**src/rtl/arith_flag_pkg.sv**
```systemverilog
package arith_flag_pkg;

   localparam logic [2:0] OP_ADD = 3'd0;
   localparam logic [2:0] OP_ADC = 3'd1;
   localparam logic [2:0] OP_SUB = 3'd2;
   localparam logic [2:0] OP_SBB = 3'd3;

   localparam logic [1:0] CTL_DIR  = 2'd0;
   localparam logic [1:0] CTL_INTR = 2'd1;
   localparam logic [1:0] CTL_STEP = 2'd2;

   localparam int unsigned BIT_CF   = 0;
   localparam int unsigned BIT_ONE  = 1;
   localparam int unsigned BIT_PF   = 2;
   localparam int unsigned BIT_AF   = 4;
   localparam int unsigned BIT_ZF   = 6;
   localparam int unsigned BIT_SF   = 7;
   localparam int unsigned BIT_STEP = 8;
   localparam int unsigned BIT_INTR = 9;
   localparam int unsigned BIT_DIR  = 10;
   localparam int unsigned BIT_OF   = 11;

   typedef struct packed {
      logic of;
      logic sf;
      logic zf;
      logic af;
      logic pf;
      logic cf;
   } arith_flags_t;

   typedef struct packed {
      logic dir;
      logic intr;
      logic step;
   } ctl_flags_t;

endpackage

```
**src/rtl/arith_flag_calc.sv**
```systemverilog
module arith_flag_calc
   import arith_flag_pkg::*;
#(
   parameter int unsigned DATA_W = 32
) (
   input  logic [2:0]        alu_op,
   input  logic [1:0]        op_size,
   input  logic [DATA_W-1:0] opnd_a,
   input  logic [DATA_W-1:0] opnd_b,
   input  logic [DATA_W-1:0] alu_result,
   output arith_flags_t      flags_nxt,
   output logic              af_hold
);

   localparam int unsigned NUM_W   = (DATA_W == 32) ? 3 : (DATA_W == 16) ? 2 : 1;
   localparam int unsigned TOP_IDX = NUM_W - 1;

   if (!(DATA_W == 8 || DATA_W == 16 || DATA_W == 32)) begin : g_bad_width
      $error("arith_flag_calc: DATA_W must be 8, 16 or 32");
   end

   logic is_sub;
   logic is_logic;
   assign is_sub   = (alu_op == OP_SUB) || (alu_op == OP_SBB);
   assign is_logic = (alu_op > OP_SBB);

   logic [NUM_W-1:0] cf_v;
   logic [NUM_W-1:0] of_v;
   logic [NUM_W-1:0] sf_v;
   logic [NUM_W-1:0] zf_v;

   for (genvar g = 0; g < NUM_W; g++) begin : g_width
      localparam int unsigned W = 8 << g;
      logic a_top;
      logic b_top;
      logic r_top;
      assign a_top = opnd_a[W-1];
      assign b_top = opnd_b[W-1];
      assign r_top = alu_result[W-1];
      assign sf_v[g] = r_top;
      assign zf_v[g] = (alu_result[W-1:0] == '0);
      // carry into the top bit equals a^b^r there; fold it into the out-carry
      assign cf_v[g] = is_sub ? ((~a_top & b_top) | (~(a_top ^ b_top) & r_top))
                              : ((a_top & b_top) | ((a_top ^ b_top) & ~r_top));
      assign of_v[g] = is_sub ? ((a_top ^ b_top) & (a_top ^ r_top))
                              : (~(a_top ^ b_top) & (a_top ^ r_top));
   end

   int unsigned sel_w;
   always_comb begin
      sel_w = TOP_IDX;
      if (32'(op_size) < TOP_IDX) sel_w = 32'(op_size);
   end

   logic cf_s;
   logic of_s;
   logic sf_s;
   logic zf_s;
   always_comb begin
      cf_s = cf_v[0];
      of_s = of_v[0];
      sf_s = sf_v[0];
      zf_s = zf_v[0];
      for (int unsigned i = 1; i < NUM_W; i++) begin
         if (sel_w == i) begin
            cf_s = cf_v[i];
            of_s = of_v[i];
            sf_s = sf_v[i];
            zf_s = zf_v[i];
         end
      end
   end

   always_comb begin
      flags_nxt.sf = sf_s;
      flags_nxt.zf = zf_s;
      flags_nxt.pf = ~^alu_result[7:0];
      flags_nxt.af = opnd_a[4] ^ opnd_b[4] ^ alu_result[4];
      flags_nxt.cf = is_logic ? 1'b0 : cf_s;
      flags_nxt.of = is_logic ? 1'b0 : of_s;
   end

   assign af_hold = is_logic;

endmodule

```
**src/rtl/arith_flag_store.sv**
```systemverilog
module arith_flag_store
   import arith_flag_pkg::*;
(
   input  logic         clk,
   input  logic         rst_n,
   input  logic         upd_en,
   input  arith_flags_t flags_nxt,
   input  logic         af_hold,
   input  logic         ctl_en,
   input  logic [1:0]   ctl_sel,
   input  logic         ctl_val,
   output arith_flags_t arith_q,
   output ctl_flags_t   ctl_q
);

   always_ff @(posedge clk or negedge rst_n) begin
      if (!rst_n) begin
         arith_q <= '0;
      end else if (upd_en) begin
         arith_q.cf <= flags_nxt.cf;
         arith_q.pf <= flags_nxt.pf;
         arith_q.zf <= flags_nxt.zf;
         arith_q.sf <= flags_nxt.sf;
         arith_q.of <= flags_nxt.of;
         if (!af_hold) arith_q.af <= flags_nxt.af;
      end
   end

   always_ff @(posedge clk or negedge rst_n) begin
      if (!rst_n) begin
         ctl_q <= '0;
      end else if (ctl_en) begin
         case (ctl_sel)
            CTL_DIR:  ctl_q.dir  <= ctl_val;
            CTL_INTR: ctl_q.intr <= ctl_val;
            CTL_STEP: ctl_q.step <= ctl_val;
            default:  ;
         endcase
      end
   end

endmodule

```
**src/rtl/arith_cond_eval.sv**
```systemverilog
module arith_cond_eval
   import arith_flag_pkg::*;
(
   input  arith_flags_t fl,
   input  logic [3:0]   cond_code,
   output logic         cond_true
);

   logic base;
   logic lt;
   assign lt = fl.sf ^ fl.of;

   always_comb begin
      case (cond_code[3:1])
         3'd0:    base = fl.of;
         3'd1:    base = fl.cf;
         3'd2:    base = fl.zf;
         3'd3:    base = fl.cf | fl.zf;
         3'd4:    base = fl.sf;
         3'd5:    base = fl.pf;
         3'd6:    base = lt;
         default: base = fl.zf | lt;
      endcase
   end

   // odd codes are the negation of the even code below them
   assign cond_true = base ^ cond_code[0];

endmodule

```
**src/rtl/arith_flag_unit.sv**
```systemverilog
module arith_flag_unit
   import arith_flag_pkg::*;
#(
   parameter int unsigned DATA_W = 32
) (
   input  logic              clk,
   input  logic              rst_n,
   input  logic              upd_en,
   input  logic [2:0]        alu_op,
   input  logic [1:0]        op_size,
   input  logic [DATA_W-1:0] opnd_a,
   input  logic [DATA_W-1:0] opnd_b,
   input  logic [DATA_W-1:0] alu_result,
   input  logic              ctl_en,
   input  logic [1:0]        ctl_sel,
   input  logic              ctl_val,
   input  logic [3:0]        cond_code,
   output logic [15:0]       flags_word,
   output logic              cond_true
);

   arith_flags_t flags_nxt;
   arith_flags_t arith_q;
   ctl_flags_t   ctl_q;
   logic         af_hold;

   arith_flag_calc #(.DATA_W(DATA_W)) u_calc (
      .alu_op     (alu_op),
      .op_size    (op_size),
      .opnd_a     (opnd_a),
      .opnd_b     (opnd_b),
      .alu_result (alu_result),
      .flags_nxt  (flags_nxt),
      .af_hold    (af_hold)
   );

   arith_flag_store u_store (
      .clk       (clk),
      .rst_n     (rst_n),
      .upd_en    (upd_en),
      .flags_nxt (flags_nxt),
      .af_hold   (af_hold),
      .ctl_en    (ctl_en),
      .ctl_sel   (ctl_sel),
      .ctl_val   (ctl_val),
      .arith_q   (arith_q),
      .ctl_q     (ctl_q)
   );

   arith_cond_eval u_cond (
      .fl        (arith_q),
      .cond_code (cond_code),
      .cond_true (cond_true)
   );

   always_comb begin
      flags_word           = '0;
      flags_word[BIT_ONE]  = 1'b1;
      flags_word[BIT_CF]   = arith_q.cf;
      flags_word[BIT_PF]   = arith_q.pf;
      flags_word[BIT_AF]   = arith_q.af;
      flags_word[BIT_ZF]   = arith_q.zf;
      flags_word[BIT_SF]   = arith_q.sf;
      flags_word[BIT_STEP] = ctl_q.step;
      flags_word[BIT_INTR] = ctl_q.intr;
      flags_word[BIT_DIR]  = ctl_q.dir;
      flags_word[BIT_OF]   = arith_q.of;
   end

endmodule

```
**config.mk**
```make
export PLATFORM = sky130hd
export DESIGN_NAME = arith_flag_unit
export DESIGN_NICKNAME = d
export VERILOG_FILES = /design/src/rtl/arith_flag_pkg.sv /design/src/rtl/arith_flag_calc.sv /design/src/rtl/arith_flag_store.sv /design/src/rtl/arith_cond_eval.sv /design/src/rtl/arith_flag_unit.sv
export SDC_FILE = /design/constraint.sdc
export NUM_CORES = 1
export LEC_CHECK = 0
export BUFFER_PORTS_ARGS = -buffer_cell sky130_fd_sc_hd__buf_2
export CORE_MARGIN = 2
export CORE_UTILIZATION = 29
export DETAILED_ROUTE_END_ITERATION = 10
export PLACE_DENSITY = 0.82
export SLEW_MARGIN = 5
export SYNTH_ARGS = -nofsm -noshare
export SYNTH_HDL_FRONTEND = slang
export SYNTH_HIERARCHICAL = 1
export SYNTH_SLANG_ARGS = --single-unit
```
**constraint.sdc**
```tcl
create_clock -name clk -period 1 [get_ports clk]
set_input_delay 0.15 -clock clk [delete_from_list [all_inputs] [get_ports clk]]
set_output_delay 0.15 -clock clk [all_outputs]
set_load 0.02 [all_outputs]
```
==> report_table.html <==
<table>
<tr><th>Metric</th><th>Value</th></tr>
<tr><th colspan="2">Outcome</th></tr>
<tr><td>Outcome</td><td>complete, but fails checks</td></tr>
<tr><td>Violations in the final reports</td><td>setup timing</td></tr>
<tr><th colspan="2">Yosys</th></tr>
<tr><td>Flop and latch count out of synthesis</td><td>9</td></tr>
<tr><td>Share of the synthesized area in the top cell type</td><td>22.2%</td></tr>
<tr><td>Proportion of register bits with asynchronous set or reset after synthesis</td><td>100%</td></tr>
<tr><td>Fraction of the yosys area taken by sequential cells</td><td>22.2%</td></tr>
<tr><td>Area of the mapped netlist</td><td>1010 um2</td></tr>
<tr><td>Synthesized area divided by synthesized cell count</td><td>8.89 um2</td></tr>
<tr><td>Dominant synthesized flop cell</td><td>sky130_fd_sc_hd__dfrtp_1</td></tr>
<tr><td>Number of library cell types mapped by synthesis</td><td>35</td></tr>
<tr><td>Most numerous cell in the Yosys netlist</td><td>sky130_fd_sc_hd__inv_1</td></tr>
<tr><td>Area leader, netlist</td><td>sky130_fd_sc_hd__dfrtp_1</td></tr>
<tr><td>Synthesis Warnings</td><td>6</td></tr>
<tr><td>EDFF count, synth</td><td>0</td></tr>
<tr><td>Biggest area contributors in the synthesized netlist</td><td>sky130_fd_sc_hd__dfrtp_1, sky130_fd_sc_hd__ha_1, sky130_fd_sc_hd__buf_4</td></tr>
<tr><td>Cell count after synthesis</td><td>114</td></tr>
<tr><td>Post-synth top cells</td><td>sky130_fd_sc_hd__inv_1, sky130_fd_sc_hd__ha_1, sky130_fd_sc_hd__buf_4, sky130_fd_sc_hd__dfrtp_1, sky130_fd_sc_hd__nand2_1</td></tr>
<tr><th colspan="2">Placement</th></tr>
<tr><td>Placer's final routability congestion estimate</td><td>0.811</td></tr>
<tr><td>Post-detailed-placement half-perimeter wirelength</td><td>2230 um</td></tr>
<tr><td>Quantity of I/O buffers inserted on ports</td><td>64</td></tr>
<tr><td>Placed cell area</td><td>1620 um2</td></tr>
<tr><th colspan="2">STA</th></tr>
<tr><td>Final Hold Vio Count</td><td>0</td></tr>
<tr><td>Post-layout min period</td><td>1.68 ns</td></tr>
<tr><td>Final Worst Setup Slack</td><td>-0.679 ns</td></tr>
<tr><td>Max-slew violation total from the final report</td><td>0</td></tr>
<tr><td>Worst clock skew</td><td>0 ns</td></tr>
<tr><td>Aggregate negative setup slack</td><td>-1.31 ns</td></tr>
<tr><td>Final setup vio count</td><td>7</td></tr>
<tr><td>Fmax</td><td>0.596 GHz</td></tr>
<tr><td>Final Cycle Share</td><td>168%</td></tr>
<tr><td>Unrepaired setup endpoints after global routing</td><td>yes</td></tr>
<tr><td>Final hold slack</td><td>0.145 ns</td></tr>
<tr><th colspan="2">Floorplanning</th></tr>
<tr><td>Die height</td><td>63.1 um</td></tr>
<tr><td>Floorplan die width</td><td>63.1 um</td></tr>
<tr><td>Initial Util</td><td>30.4%</td></tr>
<tr><td>Die footprint</td><td>3980 um2</td></tr>
<tr><td>Row count</td><td>21</td></tr>
<tr><td>IO Pins</td><td>129</td></tr>
<tr><td>Floorplan Core Area</td><td>3340 um2</td></tr>
<tr><th colspan="2">Drt</th></tr>
<tr><td>Via-per-instance ratio</td><td>4.46</td></tr>
<tr><td>DRT Pass-1 Iters</td><td>2</td></tr>
<tr><td>Post-DR wirelength/cell</td><td>11.1 um</td></tr>
<tr><td>Count of antenna-violating nets left after detailed routing</td><td>0</td></tr>
<tr><td>Total routed wirelength</td><td>2660 um</td></tr>
<tr><td>DRC Markers</td><td>0</td></tr>
<tr><td>Vias after detailed routing</td><td>1071</td></tr>
<tr><td>Violation count after the first detailed-route iteration</td><td>10</td></tr>
<tr><th colspan="2">Clock tree</th></tr>
<tr><td>Clock root buffer</td><td>sky130_fd_sc_hd__clkbuf_4</td></tr>
<tr><td>Clock latency on the worst-skew pair</td><td>0.25 ns</td></tr>
<tr><td>Number of clock sinks</td><td>9</td></tr>
<tr><td>H-tree level count</td><td>1</td></tr>
<tr><td>Maximum root-to-sink buffer count</td><td>2</td></tr>
<tr><td>Number of buffers created by CTS</td><td>3</td></tr>
<tr><td>Clock-pin slew reported for the worst setup and hold paths after clock tree synthesis</td><td>0.06 ns</td></tr>
<tr><td>Clock tree from TritonCTS</td><td>yes</td></tr>
<tr><th colspan="2">Run</th></tr>
<tr><td># Max-Cap Violations</td><td>0</td></tr>
<tr><th colspan="2">Layout</th></tr>
<tr><td>Total area of multi-input combinational cells</td><td>871 um2</td></tr>
<tr><td>Final net count</td><td>317</td></tr>
<tr><td>Layout cell share with drive strength beyond 1</td><td>64.4%</td></tr>
<tr><td>Filler cell count</td><td>296</td></tr>
<tr><td>Summed area of non-filler cells in the final layout</td><td>1820 um2</td></tr>
<tr><td>Area added between synthesis and finish</td><td>79.9%</td></tr>
<tr><td>Sequential cell area</td><td>229 um2</td></tr>
<tr><td>N_diodes</td><td>0</td></tr>
<tr><th colspan="2">GRT</th></tr>
<tr><td>Number of global-route vias before repair</td><td>1077</td></tr>
<tr><td>Overflow left after global routing</td><td>0</td></tr>
<tr><td>Global-route wire length before repair</td><td>4220 um</td></tr>
<tr><td>Largest net degree at the start of global routing</td><td>10</td></tr>
<tr><td>Antenna violations before repair</td><td>0</td></tr>
<tr><td>Global router's overall resource usage</td><td>13.1%</td></tr>
<tr><th colspan="2">Critical path</th></tr>
<tr><td>Crit end category</td><td>output port</td></tr>
<tr><td>Endpoint required time on the critical path</td><td>0.85 ns</td></tr>
<tr><td>Largest fanout on the critical path</td><td>4</td></tr>
<tr><td>Critical path startpoint category</td><td>register</td></tr>
<tr><td>Category of the most critical setup path</td><td>register to output port</td></tr>
<tr><td>Data arrival time at the worst-slack endpoint</td><td>1.53 ns</td></tr>
<tr><th colspan="2">Power</th></tr>
<tr><td>Sequential share of power</td><td>27.0%</td></tr>
<tr><td>Max IR drop VDD</td><td>0.344 mV</td></tr>
<tr><td>Portion of total power attributed to the clock network</td><td>15.2%</td></tr>
<tr><td>Cell Pwr Density</td><td>970 nW/um2</td></tr>
<tr><td>Internal power</td><td>0.00115 W</td></tr>
<tr><td>Combinational group share of total power</td><td>57.8%</td></tr>
<tr><td>Switching part of the total</td><td>34.9%</td></tr>
<tr><td>Switching pwr</td><td>0.000617 W</td></tr>
<tr><td>Total leakage power</td><td>0.865 nW</td></tr>
<tr><th colspan="2">Worst hold path</th></tr>
<tr><td>Class of the most critical hold timing path</td><td>input port to register</td></tr>
</table>
[cell usage in the layout, fill, tap and decap left out, types with 2 or more instances in the layout]
cell type,netlist,final
sky130_fd_sc_hd__nor2_1,3,3
sky130_fd_sc_hd__conb_1,2,7
sky130_fd_sc_hd__ha_1,10,3
sky130_fd_sc_hd__mux2_1,2,2
sky130_fd_sc_hd__nand3b_1,3,3
sky130_fd_sc_hd__nand2_1,9,9
sky130_fd_sc_hd__inv_8,0,2
sky130_fd_sc_hd__buf_2,1,53
sky130_fd_sc_hd__ha_4,0,7
sky130_fd_sc_hd__xor2_2,0,2
sky130_fd_sc_hd__mux2_2,6,2
sky130_fd_sc_hd__buf_4,9,15
sky130_fd_sc_hd__a21oi_1,3,3
sky130_fd_sc_hd__xnor2_2,0,3
sky130_fd_sc_hd__inv_2,0,2
sky130_fd_sc_hd__o21ai_1,1,2
sky130_fd_sc_hd__o21a_1,2,2
sky130_fd_sc_hd__dfrtp_1,9,6
sky130_fd_sc_hd__xnor2_1,7,4
sky130_fd_sc_hd__inv_12,0,2
sky130_fd_sc_hd__clkbuf_4,0,4
sky130_fd_sc_hd__inv_1,13,3
sky130_fd_sc_hd__nor4_4,0,2
sky130_fd_sc_hd__buf_8,0,2
sky130_fd_sc_hd__inv_4,0,3
sky130_fd_sc_hd__mux2i_1,2,2
sky130_fd_sc_hd__xor2_1,5,3
sky130_fd_sc_hd__mux2_4,1,5
sky130_fd_sc_hd__nor4_1,6,4
sky130_fd_sc_hd__buf_6,0,10
sky130_fd_sc_hd__o21ai_0,3,2
sky130_fd_sc_hd__dfrtp_2,0,3
[power by group through the flow]
stage               combinational [W]  sequential (W)  clock, W
finish                        0.00102        0.000477  0.000268
detailed placement           0.000851        0.000483         0
global route                  0.00110        0.000485  0.000292
floorplan                    0.000425        0.000570         0
global placement             0.000833        0.000483         0
CTS                          0.000957        0.000481  0.000280
[logic make-up after synthesis]
| group | synth area share (%) |
|---|---|
| simple gates | 17.0 |
| mux | 12.3 |
| other cells | 0.741 |
| buf+inv | 12.3 |
| flops | 22.2 |
| xor+xnor | 10.4 |
| compound gates | 12.6 |
| fa+ha+maj | 12.3 |
[flip-flops by register name (all words and copies together), names as in the netlist]
| register | cells |
|---|---|
| u_store/arith_q | 6 |
| u_store/ctl_q | 3 |
[final timing paths]
path	to	slack [ns]	startpoint	cells after the start
worst min-delay path	u_store/ctl_q[1]	0.15	ctl_val	2
worst min register to register	u_store/ctl_q[1]	0.50	u_store/ctl_q[1]	1
worst max register to register	u_store/arith_q[1]	0	u_store/arith_q[1]	3
min in group asynchronous	u_store/ctl_q[2]	0.27	rst_n	2
worst max-delay path	cond_true	-0.68	u_store/arith_q[4]	5
max in group asynchronous	u_store/arith_q[5]	0.53	rst_n	2
[cell type report]
cell class / instances / share of cell area, %
Timing Repair Buffer: 82 / 29.5
Sequential cell: 9 / 12.6
Clock buffer: 4 / 1.44
Multi-Input combinational cell: 86 / 47.8
Tap cell: 46 / 3.16
Inverter: 13 / 5.56
[what timing repair did]
action	4_1_cts	5_1_grt
resized for setup	21	12
pin swaps	10	8
hold buffers	1	0
setup buffers	1	2
hold endpoints to repair	9	0
endpoints found under the setup margin	8	10
[worst max-delay path, cell delays in order, from the launching register on]
cell                       delay [ns]
sky130_fd_sc_hd__dfrtp_2         0.42
sky130_fd_sc_hd__mux2i_1         0.15
sky130_fd_sc_hd__o21ai_1         0.10
sky130_fd_sc_hd__a221oi_2        0.31
sky130_fd_sc_hd__xnor2_2         0.14
sky130_fd_sc_hd__buf_4           0.15
[per-stage QoR]
stage                     power (W)  utilization [%]  std cells  setup slack [ns]
after CTS                   0.00172             52.2        238            -0.693
after global routing        0.00188             54.6        240            -0.794
after detailed placement    0.00133             48.5        232            -0.506
after floorplan            0.000995                -        119            -0.276
final                       0.00177             54.6        240            -0.679
after global placement      0.00132             48.5        232            -0.493
[metal layers]
| layer | share of wire, % | GRT usage, % |
|---|---|---|
| met1 | 37 | 12.9 |
| met2 | 56 | 26.9 |
| met3 | 7.1 | 1.79 |
| met4 | 0 | 5.00 |
| met5 | 0 | 0 |
(Power assumes the default switching activity.)
